--- src/rtl/wdt_pkg.sv ---
package wdt_pkg;
  localparam logic [7:0] IDX_CTRL = 8'h71;
  localparam logic [7:0] IDX_CFG  = 8'h72;
  localparam logic [7:0] IDX_VLO  = 8'h73;
  localparam logic [7:0] IDX_VHI  = 8'h74;

  // control bits
  localparam int CTL_FORCE = 1;
  localparam int CTL_FLAG  = 0;
  // config bits
  localparam int CFG_SEC  = 7;
  localparam int CFG_KRST = 6;
  localparam int CFG_IRQ  = 5;
  localparam int CFG_PWR  = 4;

  typedef struct packed {
    logic ir;
    logic mouse;
    logic kbd;
    logic joy;
  } src_t;
endpackage

--- src/rtl/wdt_regs.sv ---
module wdt_regs
  import wdt_pkg::*;
#(
  parameter int CNT_W = 16
) (
  input  logic             clk_i,
  input  logic             rst_ni,
  input  logic             wr_en_i,
  input  logic [7:0]       wr_idx_i,
  input  logic [7:0]       wr_data_i,
  output src_t             src_en_o,
  output logic [7:0]       cfg_o,
  output logic             force_o,
  output logic             flag_clr_o,
  output logic [CNT_W-1:0] value_o,
  output logic             value_wr_o
);
  localparam bit HAS_HI = CNT_W > 8;

  logic wr_ctrl, wr_cfg, wr_lo, wr_hi;
  logic [7:0] lo_q, lo_nxt;
  src_t en_q;
  logic [7:0] cfg_q;

  assign wr_ctrl = wr_en_i && wr_idx_i == IDX_CTRL;
  assign wr_cfg  = wr_en_i && wr_idx_i == IDX_CFG;
  assign wr_lo   = wr_en_i && wr_idx_i == IDX_VLO;
  assign wr_hi   = wr_en_i && wr_idx_i == IDX_VHI && HAS_HI;

  always_ff @(posedge clk_i or negedge rst_ni) begin
    if (!rst_ni) begin
      en_q  <= '0;
      cfg_q <= '0;
      lo_q  <= '0;
    end else begin
      if (wr_ctrl) en_q <= src_t'(wr_data_i[7:4]);
      if (wr_cfg)  cfg_q <= wr_data_i;
      if (wr_lo)   lo_q <= wr_data_i;
    end
  end

  assign lo_nxt = wr_lo ? wr_data_i : lo_q;

  // value_o is the value as it stands after this edge
  generate
    if (HAS_HI) begin : g_wide
      logic [CNT_W-9:0] hi_q, hi_nxt;
      always_ff @(posedge clk_i or negedge rst_ni) begin
        if (!rst_ni)    hi_q <= '0;
        else if (wr_hi) hi_q <= wr_data_i[CNT_W-9:0];
      end
      assign hi_nxt  = wr_hi ? wr_data_i[CNT_W-9:0] : hi_q;
      assign value_o = {hi_nxt, lo_nxt};
    end else begin : g_narrow
      assign value_o = lo_nxt[CNT_W-1:0];
    end
  endgenerate

  assign src_en_o   = en_q;
  assign cfg_o      = cfg_q;
  assign force_o    = wr_ctrl && wr_data_i[CTL_FORCE];
  assign flag_clr_o = wr_ctrl && !wr_data_i[CTL_FLAG];
  assign value_wr_o = wr_lo || wr_hi;
endmodule

--- src/rtl/wdt_prescaler.sv ---
module wdt_prescaler #(
  parameter int TICKS_PER_SEC = 1000,
  parameter int SECS_PER_MIN  = 60
) (
  input  logic clk_i,
  input  logic rst_ni,
  input  logic restart_i,
  input  logic tick_i,
  input  logic sec_mode_i,
  output logic unit_stb_o
);
  localparam int SW = TICKS_PER_SEC > 1 ? $clog2(TICKS_PER_SEC) : 1;
  localparam int MW = SECS_PER_MIN > 1 ? $clog2(SECS_PER_MIN) : 1;

  logic [SW-1:0] sec_q;
  logic [MW-1:0] min_q;
  logic sec_stb, min_stb;

  assign sec_stb = tick_i && sec_q == SW'(TICKS_PER_SEC - 1);
  assign min_stb = sec_stb && min_q == MW'(SECS_PER_MIN - 1);

  always_ff @(posedge clk_i or negedge rst_ni) begin
    if (!rst_ni) begin
      sec_q <= '0;
      min_q <= '0;
    end else if (restart_i) begin
      sec_q <= '0;
      min_q <= '0;
    end else if (tick_i) begin
      if (sec_stb) begin
        sec_q <= '0;
        min_q <= min_stb ? '0 : min_q + 1'b1;
      end else begin
        sec_q <= sec_q + 1'b1;
      end
    end
  end

  assign unit_stb_o = sec_mode_i ? sec_stb : min_stb;
endmodule

--- src/rtl/wdt_counter.sv ---
module wdt_counter #(
  parameter int CNT_W      = 16,
  parameter int RELOAD_DLY = 8
) (
  input  logic             clk_i,
  input  logic             rst_ni,
  input  logic [CNT_W-1:0] value_i,
  input  logic             value_wr_i,
  input  logic             kick_i,
  input  logic             force_i,
  input  logic             unit_stb_i,
  output logic             restart_o,
  output logic             expire_o
);
  localparam int PW = $clog2(RELOAD_DLY + 1);

  logic [PW-1:0]    pend_q;
  logic [CNT_W-1:0] cnt_q;
  logic reload, load;

  assign reload    = pend_q == PW'(1);
  assign load      = value_wr_i || reload;
  assign restart_o = load;
  assign expire_o  = force_i || (!load && unit_stb_i && cnt_q == CNT_W'(1));

  // keepalive lands RELOAD_DLY cycles after the sampled event
  always_ff @(posedge clk_i or negedge rst_ni) begin
    if (!rst_ni)             pend_q <= '0;
    else if (kick_i)         pend_q <= PW'(RELOAD_DLY);
    else if (pend_q != '0)   pend_q <= pend_q - 1'b1;
  end

  always_ff @(posedge clk_i or negedge rst_ni) begin
    if (!rst_ni)                          cnt_q <= '0;
    else if (force_i)                     cnt_q <= '0;
    else if (load)                        cnt_q <= value_i;
    else if (cnt_q != '0 && unit_stb_i)   cnt_q <= cnt_q - 1'b1;
  end


  cnt_step_chk: assert property (@(posedge clk_i) disable iff (!rst_ni)
    ($past(cnt_q) != '0 && !$past(load) && !$past(force_i)) |->
      (cnt_q == ($past(unit_stb_i) ? $past(cnt_q) - 1'b1 : $past(cnt_q))));


  cnt_rise_chk: assert property (@(posedge clk_i) disable iff (!rst_ni)
    (cnt_q > $past(cnt_q)) |-> $past(load));
endmodule

--- src/rtl/wdt_pulse.sv ---
module wdt_pulse #(
  parameter int PULSE_LEN = 16
) (
  input  logic clk_i,
  input  logic rst_ni,
  input  logic start_i,
  output logic active_o
);
  localparam int LW = $clog2(PULSE_LEN + 1);
  logic [LW-1:0] len_q;

  always_ff @(posedge clk_i or negedge rst_ni) begin
    if (!rst_ni)           len_q <= '0;
    else if (start_i)      len_q <= LW'(PULSE_LEN);
    else if (len_q != '0)  len_q <= len_q - 1'b1;
  end

  assign active_o = len_q != '0;
endmodule

--- src/rtl/wdt_core.sv ---
module wdt_core
  import wdt_pkg::*;
#(
  parameter int CNT_W         = 16,
  parameter int TICKS_PER_SEC = 1000,
  parameter int SECS_PER_MIN  = 60,
  parameter int RELOAD_DLY    = 8,
  parameter int PULSE_LEN     = 16
) (
  input  logic       clk_i,
  input  logic       rst_ni,
  input  logic       wr_en_i,
  input  logic [7:0] wr_idx_i,
  input  logic [7:0] wr_data_i,
  input  logic       tick_i,
  input  logic       ir_irq_i,
  input  logic       mouse_irq_i,
  input  logic       kbd_irq_i,
  input  logic       joy_rd_i,
  output logic       expired_o,
  output logic       kbd_rst_o,
  output logic       pwr_fail_o,
  output logic       wdt_irq_o,
  output logic [3:0] irq_route_o
);
  src_t src_en, ev;
  logic [7:0] cfg;
  logic force_stb, flag_clr, value_wr, restart, unit_stb, expire, kick, pulse_act;
  logic [CNT_W-1:0] value;
  logic flag_q;

  wdt_regs #(.CNT_W(CNT_W)) u_regs (
    .clk_i, .rst_ni, .wr_en_i, .wr_idx_i, .wr_data_i,
    .src_en_o(src_en), .cfg_o(cfg), .force_o(force_stb),
    .flag_clr_o(flag_clr), .value_o(value), .value_wr_o(value_wr)
  );

  wdt_prescaler #(.TICKS_PER_SEC(TICKS_PER_SEC), .SECS_PER_MIN(SECS_PER_MIN)) u_presc (
    .clk_i, .rst_ni, .restart_i(restart), .tick_i,
    .sec_mode_i(cfg[CFG_SEC]), .unit_stb_o(unit_stb)
  );

  assign ev   = '{ir: ir_irq_i, mouse: mouse_irq_i, kbd: kbd_irq_i, joy: joy_rd_i};
  assign kick = |(ev & src_en);

  wdt_counter #(.CNT_W(CNT_W), .RELOAD_DLY(RELOAD_DLY)) u_cnt (
    .clk_i, .rst_ni, .value_i(value), .value_wr_i(value_wr), .kick_i(kick),
    .force_i(force_stb), .unit_stb_i(unit_stb), .restart_o(restart), .expire_o(expire)
  );

  wdt_pulse #(.PULSE_LEN(PULSE_LEN)) u_pulse (
    .clk_i, .rst_ni, .start_i(expire), .active_o(pulse_act)
  );

  // expiry wins over a same-cycle clear
  always_ff @(posedge clk_i or negedge rst_ni) begin
    if (!rst_ni)       flag_q <= 1'b0;
    else if (expire)   flag_q <= 1'b1;
    else if (flag_clr) flag_q <= 1'b0;
  end

  assign expired_o   = flag_q;
  assign kbd_rst_o   = pulse_act && cfg[CFG_KRST];
  assign pwr_fail_o  = pulse_act && cfg[CFG_PWR];
  assign wdt_irq_o   = pulse_act && cfg[CFG_IRQ];
  assign irq_route_o = cfg[3:0];


  flag_sticky_chk: assert property (@(posedge clk_i) disable iff (!rst_ni)
    $fell(flag_q) |-> $past(flag_clr));


  pulse_flag_chk: assert property (@(posedge clk_i) disable iff (!rst_ni)
    $rose(pulse_act) |-> flag_q);
endmodule

--- config.mk ---
export PLATFORM = sky130hd
export DESIGN_NAME = wdt_core
export DESIGN_NICKNAME = d
export VERILOG_FILES = /design/src/rtl/wdt_pkg.sv /design/src/rtl/wdt_regs.sv /design/src/rtl/wdt_prescaler.sv /design/src/rtl/wdt_counter.sv /design/src/rtl/wdt_pulse.sv /design/src/rtl/wdt_core.sv
export SDC_FILE = /design/constraint.sdc
export NUM_CORES = 1
export LEC_CHECK = 0
export BUFFER_PORTS_ARGS = -buffer_cell sky130_fd_sc_hd__buf_2
export CAP_MARGIN = 20
export CORE_MARGIN = 2
export CORE_UTILIZATION = 35
export CTS_CLUSTER_DIAMETER = 40
export DETAILED_ROUTE_END_ITERATION = 16
export PLACE_DENSITY = 0.6
export RECOVER_POWER = 100
export SLEW_MARGIN = 20
export SYNTH_ARGS = -nofsm -noshare
export SYNTH_HDL_FRONTEND = slang
export SYNTH_SLANG_ARGS = --single-unit
--- constraint.sdc ---
create_clock -name clk_i -period 2.1 [get_ports clk_i]
set_clock_uncertainty 0.2 [all_clocks]
set_input_delay 0.21 -clock clk_i [delete_from_list [all_inputs] [get_ports clk_i]]
set_output_delay 0.21 -clock clk_i [all_outputs]
set_load 0.05 [all_outputs]
---- Yosys cells after proc, flatten, opt, wreduce, memory -nomap -nowiden ----
Index checks and enable logic that the tools add are counted.
operators by class
  add/sub/neg operators ................... 5
  multiply operators ...................... 0
  div/mod/pow operators ................... 0
  magnitude comparators ................... 0
  equality and inequality tests ........... 8
  shifts and indexed selects .............. 0
  muxes and demuxes ....................... 19
  bitwise gates (word level) .............. 1
  reductions and logical operators ........ 30
operators with widths
  operator                                                               count
  16-bit two-way mux                                                     3
  8-bit by 7-bit == test with 1-bit output (second input constant)       4
  10-bit two-way mux                                                     3
  6-bit two-way mux                                                      4
  16-bit by 1-bit == test with 1-bit output (second input constant)      1
  8-bit two-way mux                                                      2
  16-bit nonzero test                                                    1
  16-bit by 1-bit subtractor with 16-bit output (second input constant)  1
  1-bit logical AND                                                      14
  10-bit by 1-bit adder with 10-bit output (second input constant)       1
  10-bit == test (second input constant)                                 1
  5-bit two-way mux                                                      2
  2-bit nonzero test                                                     5
  4-bit two-way mux                                                      2
  6-bit by 1-bit adder with 6-bit output (second input constant)         1
  6-bit == test (second input constant)                                  1
  5-bit nonzero test                                                     1
  5-bit by 1-bit subtractor with 5-bit output (second input constant)    1
  4-bit AND                                                              1
  4-bit by 1-bit == test with 1-bit output (second input constant)       1
  4-bit nonzero test                                                     1
  4-bit OR reduction                                                     1
  4-bit by 1-bit subtractor with 4-bit output (second input constant)    1
  1-bit logical OR                                                       3
  4 further kinds                                                        7
word-level totals
  register bits ........................... 70
  bits in latches ......................... 0
  memory bits (writable) .................. 0
  ROM bits ................................ 0
  output and inout bits ................... 8
  logic and storage cells ................. 76
  memories kept ........................... 0

---- Logic depth before layout (Yosys ltp) ----
Gate-level depths: netlist of run 1.
  depth in word-level cells ............... 9
  mapped depth ............................ 8
  gate-level depth less buffers ........... 8

---- Cells and area by module ----
A second synthesis of run 1 with hierarchy kept.
second synthesis, totals
  cell total of the unflattened synthesis .. 344
  area total of the unflattened synthesis .. 3734.8 µm²
by module, submodules not included
  module         instances  cells each  area each (µm²)  seq. area each (µm²)
  wdt_counter    1          138         1276.2           500.5
  wdt_regs       1          74          1218.7           700.7
  wdt_prescaler  1          98          904.6            400.4
  wdt_pulse      1          25          261.5            125.1
  wdt_core       1          9           73.8             25.0

---- Worst setup path before layout of run 1 ----
OpenSTA, ideal clock, no wires.
  path kind ............................... reg-to-reg
  from .................................... register u_presc.sec_q[0]
  to ...................................... register u_cnt.cnt_q[12]
  library setup time ...................... 0.137 ns
  arrival ................................. 1.829 ns
  data required time ...................... 1.763 ns
  setup slack ............................. -0.066 ns
  cell stages (with the launch flop) ...... 8
  period minus slack after synthesis ...... 2.166 ns
  cell sequence ........................... dfrtp_1 -> ha_1 -> nand3_2 -> nor4_4 -> o2111ai_2 -> nor4_2 -> xnor2_1 -> a21oi_1
between the ends
  cells in the longest elaborated chain, start to end .. 6
ends and longest elaborated chain
  element                                  line                 source
  from (decl)                              wdt_prescaler.sv:15  logic [SW-1:0] sec_q;
  from (signal assigned)                   wdt_prescaler.sv:34  sec_q <= sec_q + 1'b1;
  10-bit == test (*)                       wdt_prescaler.sv:19  assign sec_stb = tick_i && sec_q == SW'(TICKS_PER_SEC - 1);
  1-bit logical AND (*)                    wdt_prescaler.sv:19
  1-bit logical AND                        wdt_prescaler.sv:20  assign min_stb = sec_stb && min_q == MW'(SECS_PER_MIN - 1);
  1-bit two-way mux (*)                    wdt_prescaler.sv:39  assign unit_stb_o = sec_mode_i ? sec_stb : min_stb;
  1-bit logical AND (*)                    wdt_counter.sv:37    else if (cnt_q != '0 && unit_stb_i) cnt_q <= cnt_q - 1'b1;
  3-bit nonzero test (no source line) (*)  n/a
  to (signal assigned)                     wdt_counter.sv:36    else if (load) cnt_q <= value_i;
  to (signal assigned)                     wdt_counter.sv:37
  to (decl)                                wdt_counter.sv:18    logic [CNT_W-1:0] cnt_q;
Every way passes the cells marked *; elsewhere a longest branch is shown, timed or not.
A chain may end at the register's enable or synchronous reset.

---- Final worst setup path of run 1 ----
  from .................................... register u_cnt.cnt_q[12]
  to ...................................... register u_pulse.len_q[2]
between the ends
  cells in the longest elaborated chain, start to end .. 4
  elaborated cells on any way between the ends .. 5
  those cells by class .................... eq/ne: 1; mux: 1; reduce/logical: 3
ends and longest elaborated chain
  element                                                  line               source
  16-bit by 1-bit == test with 1-bit output (*)            wdt_counter.sv:24  assign expire_o = force_i || (!load && unit_stb_i && cnt_q == CNT_W'(1));
  1-bit logical AND (*)                                    wdt_counter.sv:24
  1-bit logical OR (*)                                     wdt_counter.sv:24
  5-bit two-way mux or 2-bit nonzero test (tied branches)  n/a
  to (signal assigned)                                     wdt_pulse.sv:14    else if (start_i) len_q <= LW'(PULSE_LEN);
  to (signal assigned)                                     wdt_pulse.sv:15    else if (len_q != '0) len_q <= len_q - 1'b1;
  to (decl)                                                wdt_pulse.sv:10    logic [LW-1:0] len_q;
Marks and branches as above.

==> impl_results.md, run 1 <==
* Synth area leaders: dfrtp_1, mux2_2, xnor2_1
* ANT cells at 0
* Mean Syn Cell Area at 10.8 µm²
* CTS buffer count at 9
* Critical path type: flop to flop
* Post-Synth XOR/XNOR Area at 5.03%
* Clk buf depth at 2
* Simple-Gate Fraction of Synth Area at 21.2%
* Final setup margin at -86.1 ps
* WL/cell at 15.0 µm
* Sequential share of power at between 30% and 40%
* CTS tree: built
* Layout cells sized above 1 at approximately a third
* Largest net degree at the start of global routing at 71
* Gate power share at 34.6%
* Via count at 2913
* CTS Root Cell: clkbuf_8
* Chip Height at 106 µm
* Count of cell types in the netlist at 54
* Final GP Congestion at between 0.7 and 0.8
* Min-Delay Path Class: primary input to flop
* Ys flop type: dfrtp_1
* Mapped Nets at 371
* Overflow after GRT at 0
* Horiz. Die Dim at 106 µm
* Mapped Cells at 337
* Adder-cell share of the synthesized area at 3.42%
* Clock sinks at 70
* Boundary Pins at 32
* Clock share of power at 25.5%
* First-pass GRT wire length at 14600 µm
* Setup crit start kind: flop
* PortBufs at 31
* Status: finished with violations
* Synthesis-to-finish area growth at 31.3%
* Power per standard cell area at 1020 nW/µm²
* Power Internal at 3.19 mW
* Largest family of logic cells by synthesized area: simple AND/OR/NAND/NOR gates
* Setup TNS at -484 ps
* Post-route ant nets at 0
* Post-synthesis cell area at roughly 3700 µm²
* Fmax at 0.457 GHz
* Max cap viols at 0
* Crit share post-route at 104%
* GRT Resource Usage Total at 16.5%
* Initial cell density of the core at 35.7%
* Max Slew Vio Count at 0
* DR vias/cell at 5.08
* Std-Cell Rows at 37
* Final Routed Wirelength at 8580 µm
* Core Region at approximately 10000 µm²
* Worst setup EP type: flop
* CP max FO at 5
* Final Core Density at 46.9%
* Worst-Skew Late Latency at 360 ps
* H-tree Lvls at 3
* Initial antenna violation count at 0
* Multiplexer area fraction after synthesis at 8.94%
* EDFF count, synth at 0
* RSZ-0062 raised after global routing: yes
* Yosys reg bits at 70
* DIE AREA at 11300 µm²
* CP required at 2150 ps
* Ys Warns at 0
* Worst hold slack at 14.5 ps
* Final Critical Period at 2190 ps
* Max IR drop VDD at between 0.0005 and 0.0006 V
* Setup violators final at 12
* Synth area leader: dfrtp_1
* Post-synth top area share at 47.9%
* Worst-Margin Slew at 971 ps
* Sw power at 1.72 mW
* Final Hold Viols at 0
* Worst relative slew slack at a little over a third
* Leakage power at 2.16 nW
* Post-synthesis compound-gate area fraction at 10.8%
* Arrival time worst endpoint at 2230 ps
* CTS clk-pin slew, worst paths at about 80 ps
* Nets at around 470
* FFs w/ async S/R, synth at 100%
* DP HPWL at 5940 µm
* Residual DRC count at 0
* Sw frac at between 30% and 40%
* Post-synthesis sequential area ratio at 47.9%
* Failing checks: setup timing
* Initial DRT Pass Iterations at 4
* Starting DRC count in detailed routing at between 100 and 150
* Number of global-route vias before repair at around 3100
==> cell usage in the layout (no fill, tap or decap), types with 3 or more instances in the layout <==
| cell type | synthesis | final |
|---|---|---|
| dfrtp_1 | 70 | 70 |
| buf_4 | 5 | 45 |
| a21oi_1 | 25 | 25 |
| nor2_1 | 28 | 24 |
| buf_2 | 1 | 23 |
| mux2_2 | 29 | 17 |
| xnor2_1 | 17 | 17 |
| o21ai_0 | 15 | 16 |
| mux2_1 | 0 | 12 |
| nand2_1 | 13 | 12 |
| dlygate4sd3_1 | 0 | 12 |
| nand3_1 | 10 | 10 |
| clkbuf_1 | 8 | 10 |
| ha_1 | 10 | 9 |
| clkbuf_8 | 0 | 9 |
| nand2b_1 | 7 | 7 |
| nor3_1 | 9 | 7 |
| inv_1 | 7 | 6 |
| and3_1 | 4 | 4 |
| a22oi_1 | 4 | 4 |
| nand4_1 | 4 | 4 |
| a211oi_1 | 4 | 4 |
| or2_2 | 4 | 4 |
| a31oi_1 | 4 | 4 |
| xor2_1 | 4 | 4 |
| buf_6 | 0 | 4 |
| nor2b_1 | 4 | 3 |
| nor4_4 | 2 | 3 |
| nor4_2 | 3 | 3 |
| nor2_2 | 0 | 3 |
| inv_6 | 0 | 3 |
==> cell type report <==
cell class / instances / area, µm²
tap: 136 / 170
clock buffer: 9 / 124
sequential: 70 / 1750
timing repair buffer: 98 / 688
fill: 950 / 5430
inverter: 7 / 26.3
multi-input combinational: 246 / 1940
clock inverter: 7 / 104
==> cells by family after synthesis <==
group | count (synthesis)
multiplexers | 29
AND/OR/NAND/NOR | 121
adder cells (fa/ha/maj) | 10
AO/OA/AOI/OAI | 65
flip-flops | 70
buffers and inverters | 21
XOR/XNOR | 21
==> cell usage after synthesis (2+ instances only) <==
| cell type | n |
|---|---|
| nor3_2 | 2 |
| nor4b_1 | 2 |
| nor4_4 | 2 |
| nand2_1 | 13 |
| nor2_1 | 28 |
| nor3_1 | 9 |
| o21ai_0 | 15 |
| a21o_1 | 2 |
| buf_4 | 5 |
| nor4_1 | 3 |
| mux2_2 | 29 |
| nand3_1 | 10 |
| nor4_2 | 3 |
| clkbuf_1 | 8 |
| a211oi_1 | 4 |
| and2_1 | 3 |
| nand2b_1 | 7 |
| xor2_1 | 4 |
| or4_1 | 2 |
| nand3b_1 | 2 |
| ha_1 | 10 |
| a22oi_1 | 4 |
| nand4_1 | 4 |
| a21oi_1 | 25 |
| and3_1 | 4 |
| inv_1 | 7 |
| nand4b_1 | 2 |
| a311oi_1 | 2 |
| nor4b_2 | 3 |
| or2_2 | 4 |
| and4_1 | 2 |
| o21a_1 | 2 |
| or3_1 | 3 |
| a31oi_1 | 4 |
| nor2b_1 | 4 |
| xnor2_1 | 17 |
| dfrtp_1 | 70 |
==> worst max-delay path, stage by stage (launching register included) <==
cell	delay, ps
dfrtp_1	410
or4_4	550
or3_4	360
nor3_4	130
a41o_1	250
buf_6	140
nor3_2	40
==> sequential cells by signal (all words and copies together) (netlist names) <==
signal              cells
expired_o               1
u_cnt.cnt_q            16
u_cnt.pend_q            4
u_presc.min_q           6
u_presc.sec_q          10
u_pulse.len_q           5
u_regs.cfg_o            8
u_regs.g_wide.hi_q      8
u_regs.lo_q             8
u_regs.src_en_o         4
==> timing repair <==
action	CTS	global route
hold endpoints to repair	102	0
gates resized for setup	19	17
hold buffers	12	0
endpoints found under the setup margin	20	24
pin swaps	9	14
setup buffers	6	3
==> layer usage <==
| metal | GRT usage [%] | part of all wire (%) | wire [µm] | vias up |
|---|---|---|---|---|
| li1 | - | - | - | 1410 |
| met1 | 20.3 | 45 | 3880 | 1445 |
| met2 | 28.4 | 50 | 4300 | 44 |
| met3 | 3.92 | 2.9 | 245 | 14 |
| met4 | 5.55 | 1.8 | 154 | 0 |
| met5 | 0 | 0 | 0 | - |
==> metrics by stage <==
step | total power [mW] | instances | setup WS, ps | cell area [µm²]
finish | 4.91 | 573 | -86.1 | 4800
global route | 5.29 | 573 | -150 | 4800
CTS | 4.88 | 570 | -82.9 | 4800
detailed placement | 3.48 | 536 | -140 | 4310
global placement | 3.43 | 536 | -37.6 | 4310
floorplan | 2.85 | 337 | 8.57 | 3680
==> power by group through the flow <==
| stage | combinational, mW | sequential [mW] | clock [mW] |
|---|---|---|---|
| final | 1.70 | 1.96 | 1.25 |
| after global routing | 1.94 | 2.00 | 1.35 |
| after CTS | 1.66 | 1.93 | 1.29 |
| after detailed placement | 1.55 | 1.93 | 0 |
| after global placement | 1.51 | 1.92 | 0 |
| after floorplan | 0.920 | 1.93 | 0 |
==> final timing paths <==
path / startpoint / endpoint / slack, ps / cells after the start
setup / recovery: u_cnt.cnt_q[12]$_DFFE_PN0P_ / u_pulse.len_q[2]$_DFFE_PN0P_ / -90 / 6
hold / removal: kbd_irq_i / u_cnt.pend_q[0]$_DFFE_PN0P_ / 10 / 4
setup reg to reg: u_cnt.cnt_q[12]$_DFFE_PN0P_ / u_pulse.len_q[2]$_DFFE_PN0P_ / -90 / 6
hold reg to reg: u_presc.min_q[5]$_DFFE_PN0P_ / u_presc.min_q[5]$_DFFE_PN0P_ / 280 / 1
max in group asynchronous: rst_ni / u_presc.sec_q[1]$_DFFE_PN0P_ / 610 / 3
min in group asynchronous: rst_ni / u_regs.cfg_o[4]$_DFFE_PN0P_ / 470 / 3
(Power assumes the default switching activity.)
==> run 2, diff against run 1 <==
- BUFFER_PORTS_ARGS: -buffer_cell sky130_fd_sc_hd__buf_2 -> -buffer_cell sky130_fd_sc_hd__clkbuf_2
- CTS_BUF_LIST: unset -> sky130_fd_sc_hd__clkbuf_16
==> run 2 against run 1 <==
The run still ends with setup timing left. Power rose by 6.5%. Fmax down 1.5%. Setup slack got worse by 34 ps. Critical endpoint unchanged. Largest cell class unchanged. Highest routed layer unchanged.
==> impl_results.md, run 2 (synthesis gave the netlist of run 1 again) <==
* Status: finished with violations
* Failing checks: setup timing
* Chip Height at 106 µm
* Setup crit start kind: flop
* Total power at 5.23 mW
* Max incr delay on CP at 560 ps
* Max IR drop VDD at between 0.0004 and 0.0005 V
* Crit path buffers/inverters at 1
* Worst r2r src: u_cnt.cnt_q[12]$_DFFE_PN0P_
* Starting DRC count in detailed routing at 74
* Max FFs per register at 16
* Final Hold Viols at 0
* H-tree Lvls at 3
* Layout cells sized above 1 at approximately a third
* Hold Startpoint: wr_data_i[7]
* Setup violators final at 12
* Initial DRT Pass Iterations at 4
* Post-route ant nets at 0
* PortBufs at 31
* Final setup margin at -120 ps
* First-pass GRT wire length at 14100 µm
* Crit-path leading delay family: simple AND/OR/NAND/NOR gates
* Worst setup EP type: flop
* Min-Delay Path Class: primary input to flop
* CTS clk-pin slew, worst paths at around 60 ps
* Most flop-heavy register: u_cnt.cnt_q
* Horiz. Die Dim at 106 µm
* Worst Setup SP: u_cnt.cnt_q[12]$_DFFE_PN0P_
* CP required at roughly 2100 ps
* DIE AREA at 11300 µm²
* Max cap viols at 0
* Sequence of cells on the critical path: or4_4, or3_4, nor3_4, a41o_1, buf_6, nor3_2
* Worst-Margin Slew at 883 ps
* Via count at between 2000 and 3000
* Overflow after GRT at 0
* DP HPWL at 5750 µm
* CTS Root Cell: clkbuf_16
* DR vias/cell at 5.09
* Most frequent cells in the layout: dfrtp_1, buf_4, a21oi_1
* Final Routed Wirelength at ~8700 µm
* Core Region at 10200 µm²
* Placed insts at approximately 540
* Final Critical Period at 2220 ps
* Critical path type: flop to flop
* Crit path max-delay cell type: or4_4
* Boundary Pins at 32
* R2r setup slk at -120 ps
* Initial cell density of the core at a little over a third
* Worst-Skew Late Latency at 320 ps
* ANT cells at 0
* Synthesis-to-finish area growth at 34.2%
* Fmax at 0.450 GHz
* Leakage power at between 2 and 2.5 nW
* Std-Cell Rows at 37
* WL/cell at 15.2 µm
* Commonest non-fill, non-tap cell in the layout: dfrtp_1
* Worst relative slew slack at 41.1%
* Power per standard cell area at around 1100 nW/µm²
* RSZ-0062 raised after global routing: yes
* GRT Resource Usage Total at 15.9%
* Initial antenna violation count at 0
* Clock sinks at 70
* Number of global-route vias before repair at 3000
* Residual DRC count at 0
* Max Slew Vio Count at 0
* Crit share post-route at 106%
* CTS tree: built
* Largest registers: u_cnt.cnt_q x16, u_presc.sec_q x10
* DP Worst Slack at -125 ps
* Clk buf depth at 2
* CP max FO at 5
* Largest net degree at the start of global routing at 56
* Final GP Congestion at 0.808
* Nets at 465
* Arrival time worst endpoint at 2230 ps
* CTS buffer count at 9
* Fin cells at around 570
run 2: final timing paths:
| path | end | cells after the start |
|---|---|---|
| worst max-delay path | u_pulse.len_q[2]$_DFFE_PN0P_ | 6 |
| worst max register to register | u_pulse.len_q[2]$_DFFE_PN0P_ | 6 |
| min in group asynchronous | u_regs.cfg_o[5]$_DFFE_PN0P_ | 2 |
| max in group asynchronous | u_cnt.cnt_q[12]$_DFFE_PN0P_ | 3 |
| worst min-delay path | u_regs.cfg_o[7]$_DFFE_PN0P_ | 2 |
| worst min register to register | u_regs.g_wide.hi_q[5]$_DFF_PN0_ | 1 |
run 2: cell type report:
type | count | area, µm²
fill | 918 | 5330
multi-input combinational | 246 | 2000
sequential | 70 | 1750
timing repair buffer | 97 | 679
clock buffer | 9 | 225
tap | 136 | 170
clock inverter | 7 | 57.6
inverter | 7 | 26.3
run 2: power breakdown:
part | switching (mW) | internal (mW)
Combinational | 0.868 | 0.930
Clock | 0.550 | 0.900
Sequential | 0.325 | 1.66
Total | 1.74 | 3.49
run 2: layer usage:
layer	part of all wire [%]	up-vias	GRT usage, %	routed length (µm)
li1	-	1415	-	-
met1	46	1447	20.0	3990
met2	51	45	27.2	4470
met3	2.5	4	3.68	215
met4	0.60	0	4.42	52
met5	0	-	0	0
run 2: repair_timing:
item                                    4_1_cts  5_1_grt
gates resized for setup                      14       43
pin swaps                                     8       16
endpoints found under the setup margin       21       25
cloned                                        0        0
hold buffers                                  6        0
endpoints found under the hold margin        26        0
setup buffers                                 6        8
run 2: through the flow:
step / utilization, % / hold slack, ps / TNS [ps] / cell area [µm²]
5_1_grt: 48.0 / 22.7 / -3240 / 4910
4_1_cts: 46.7 / 3.53 / -575 / 4780
3_5_place_dp: 42.2 / -46.4 / -1090 / 4310
6_report: 48.0 / 27.6 / -768 / 4910
3_3_place_gp: 42.2 / -53.3 / -526 / 4310
2_1_floorplan: - / -286 / 0 / 3680
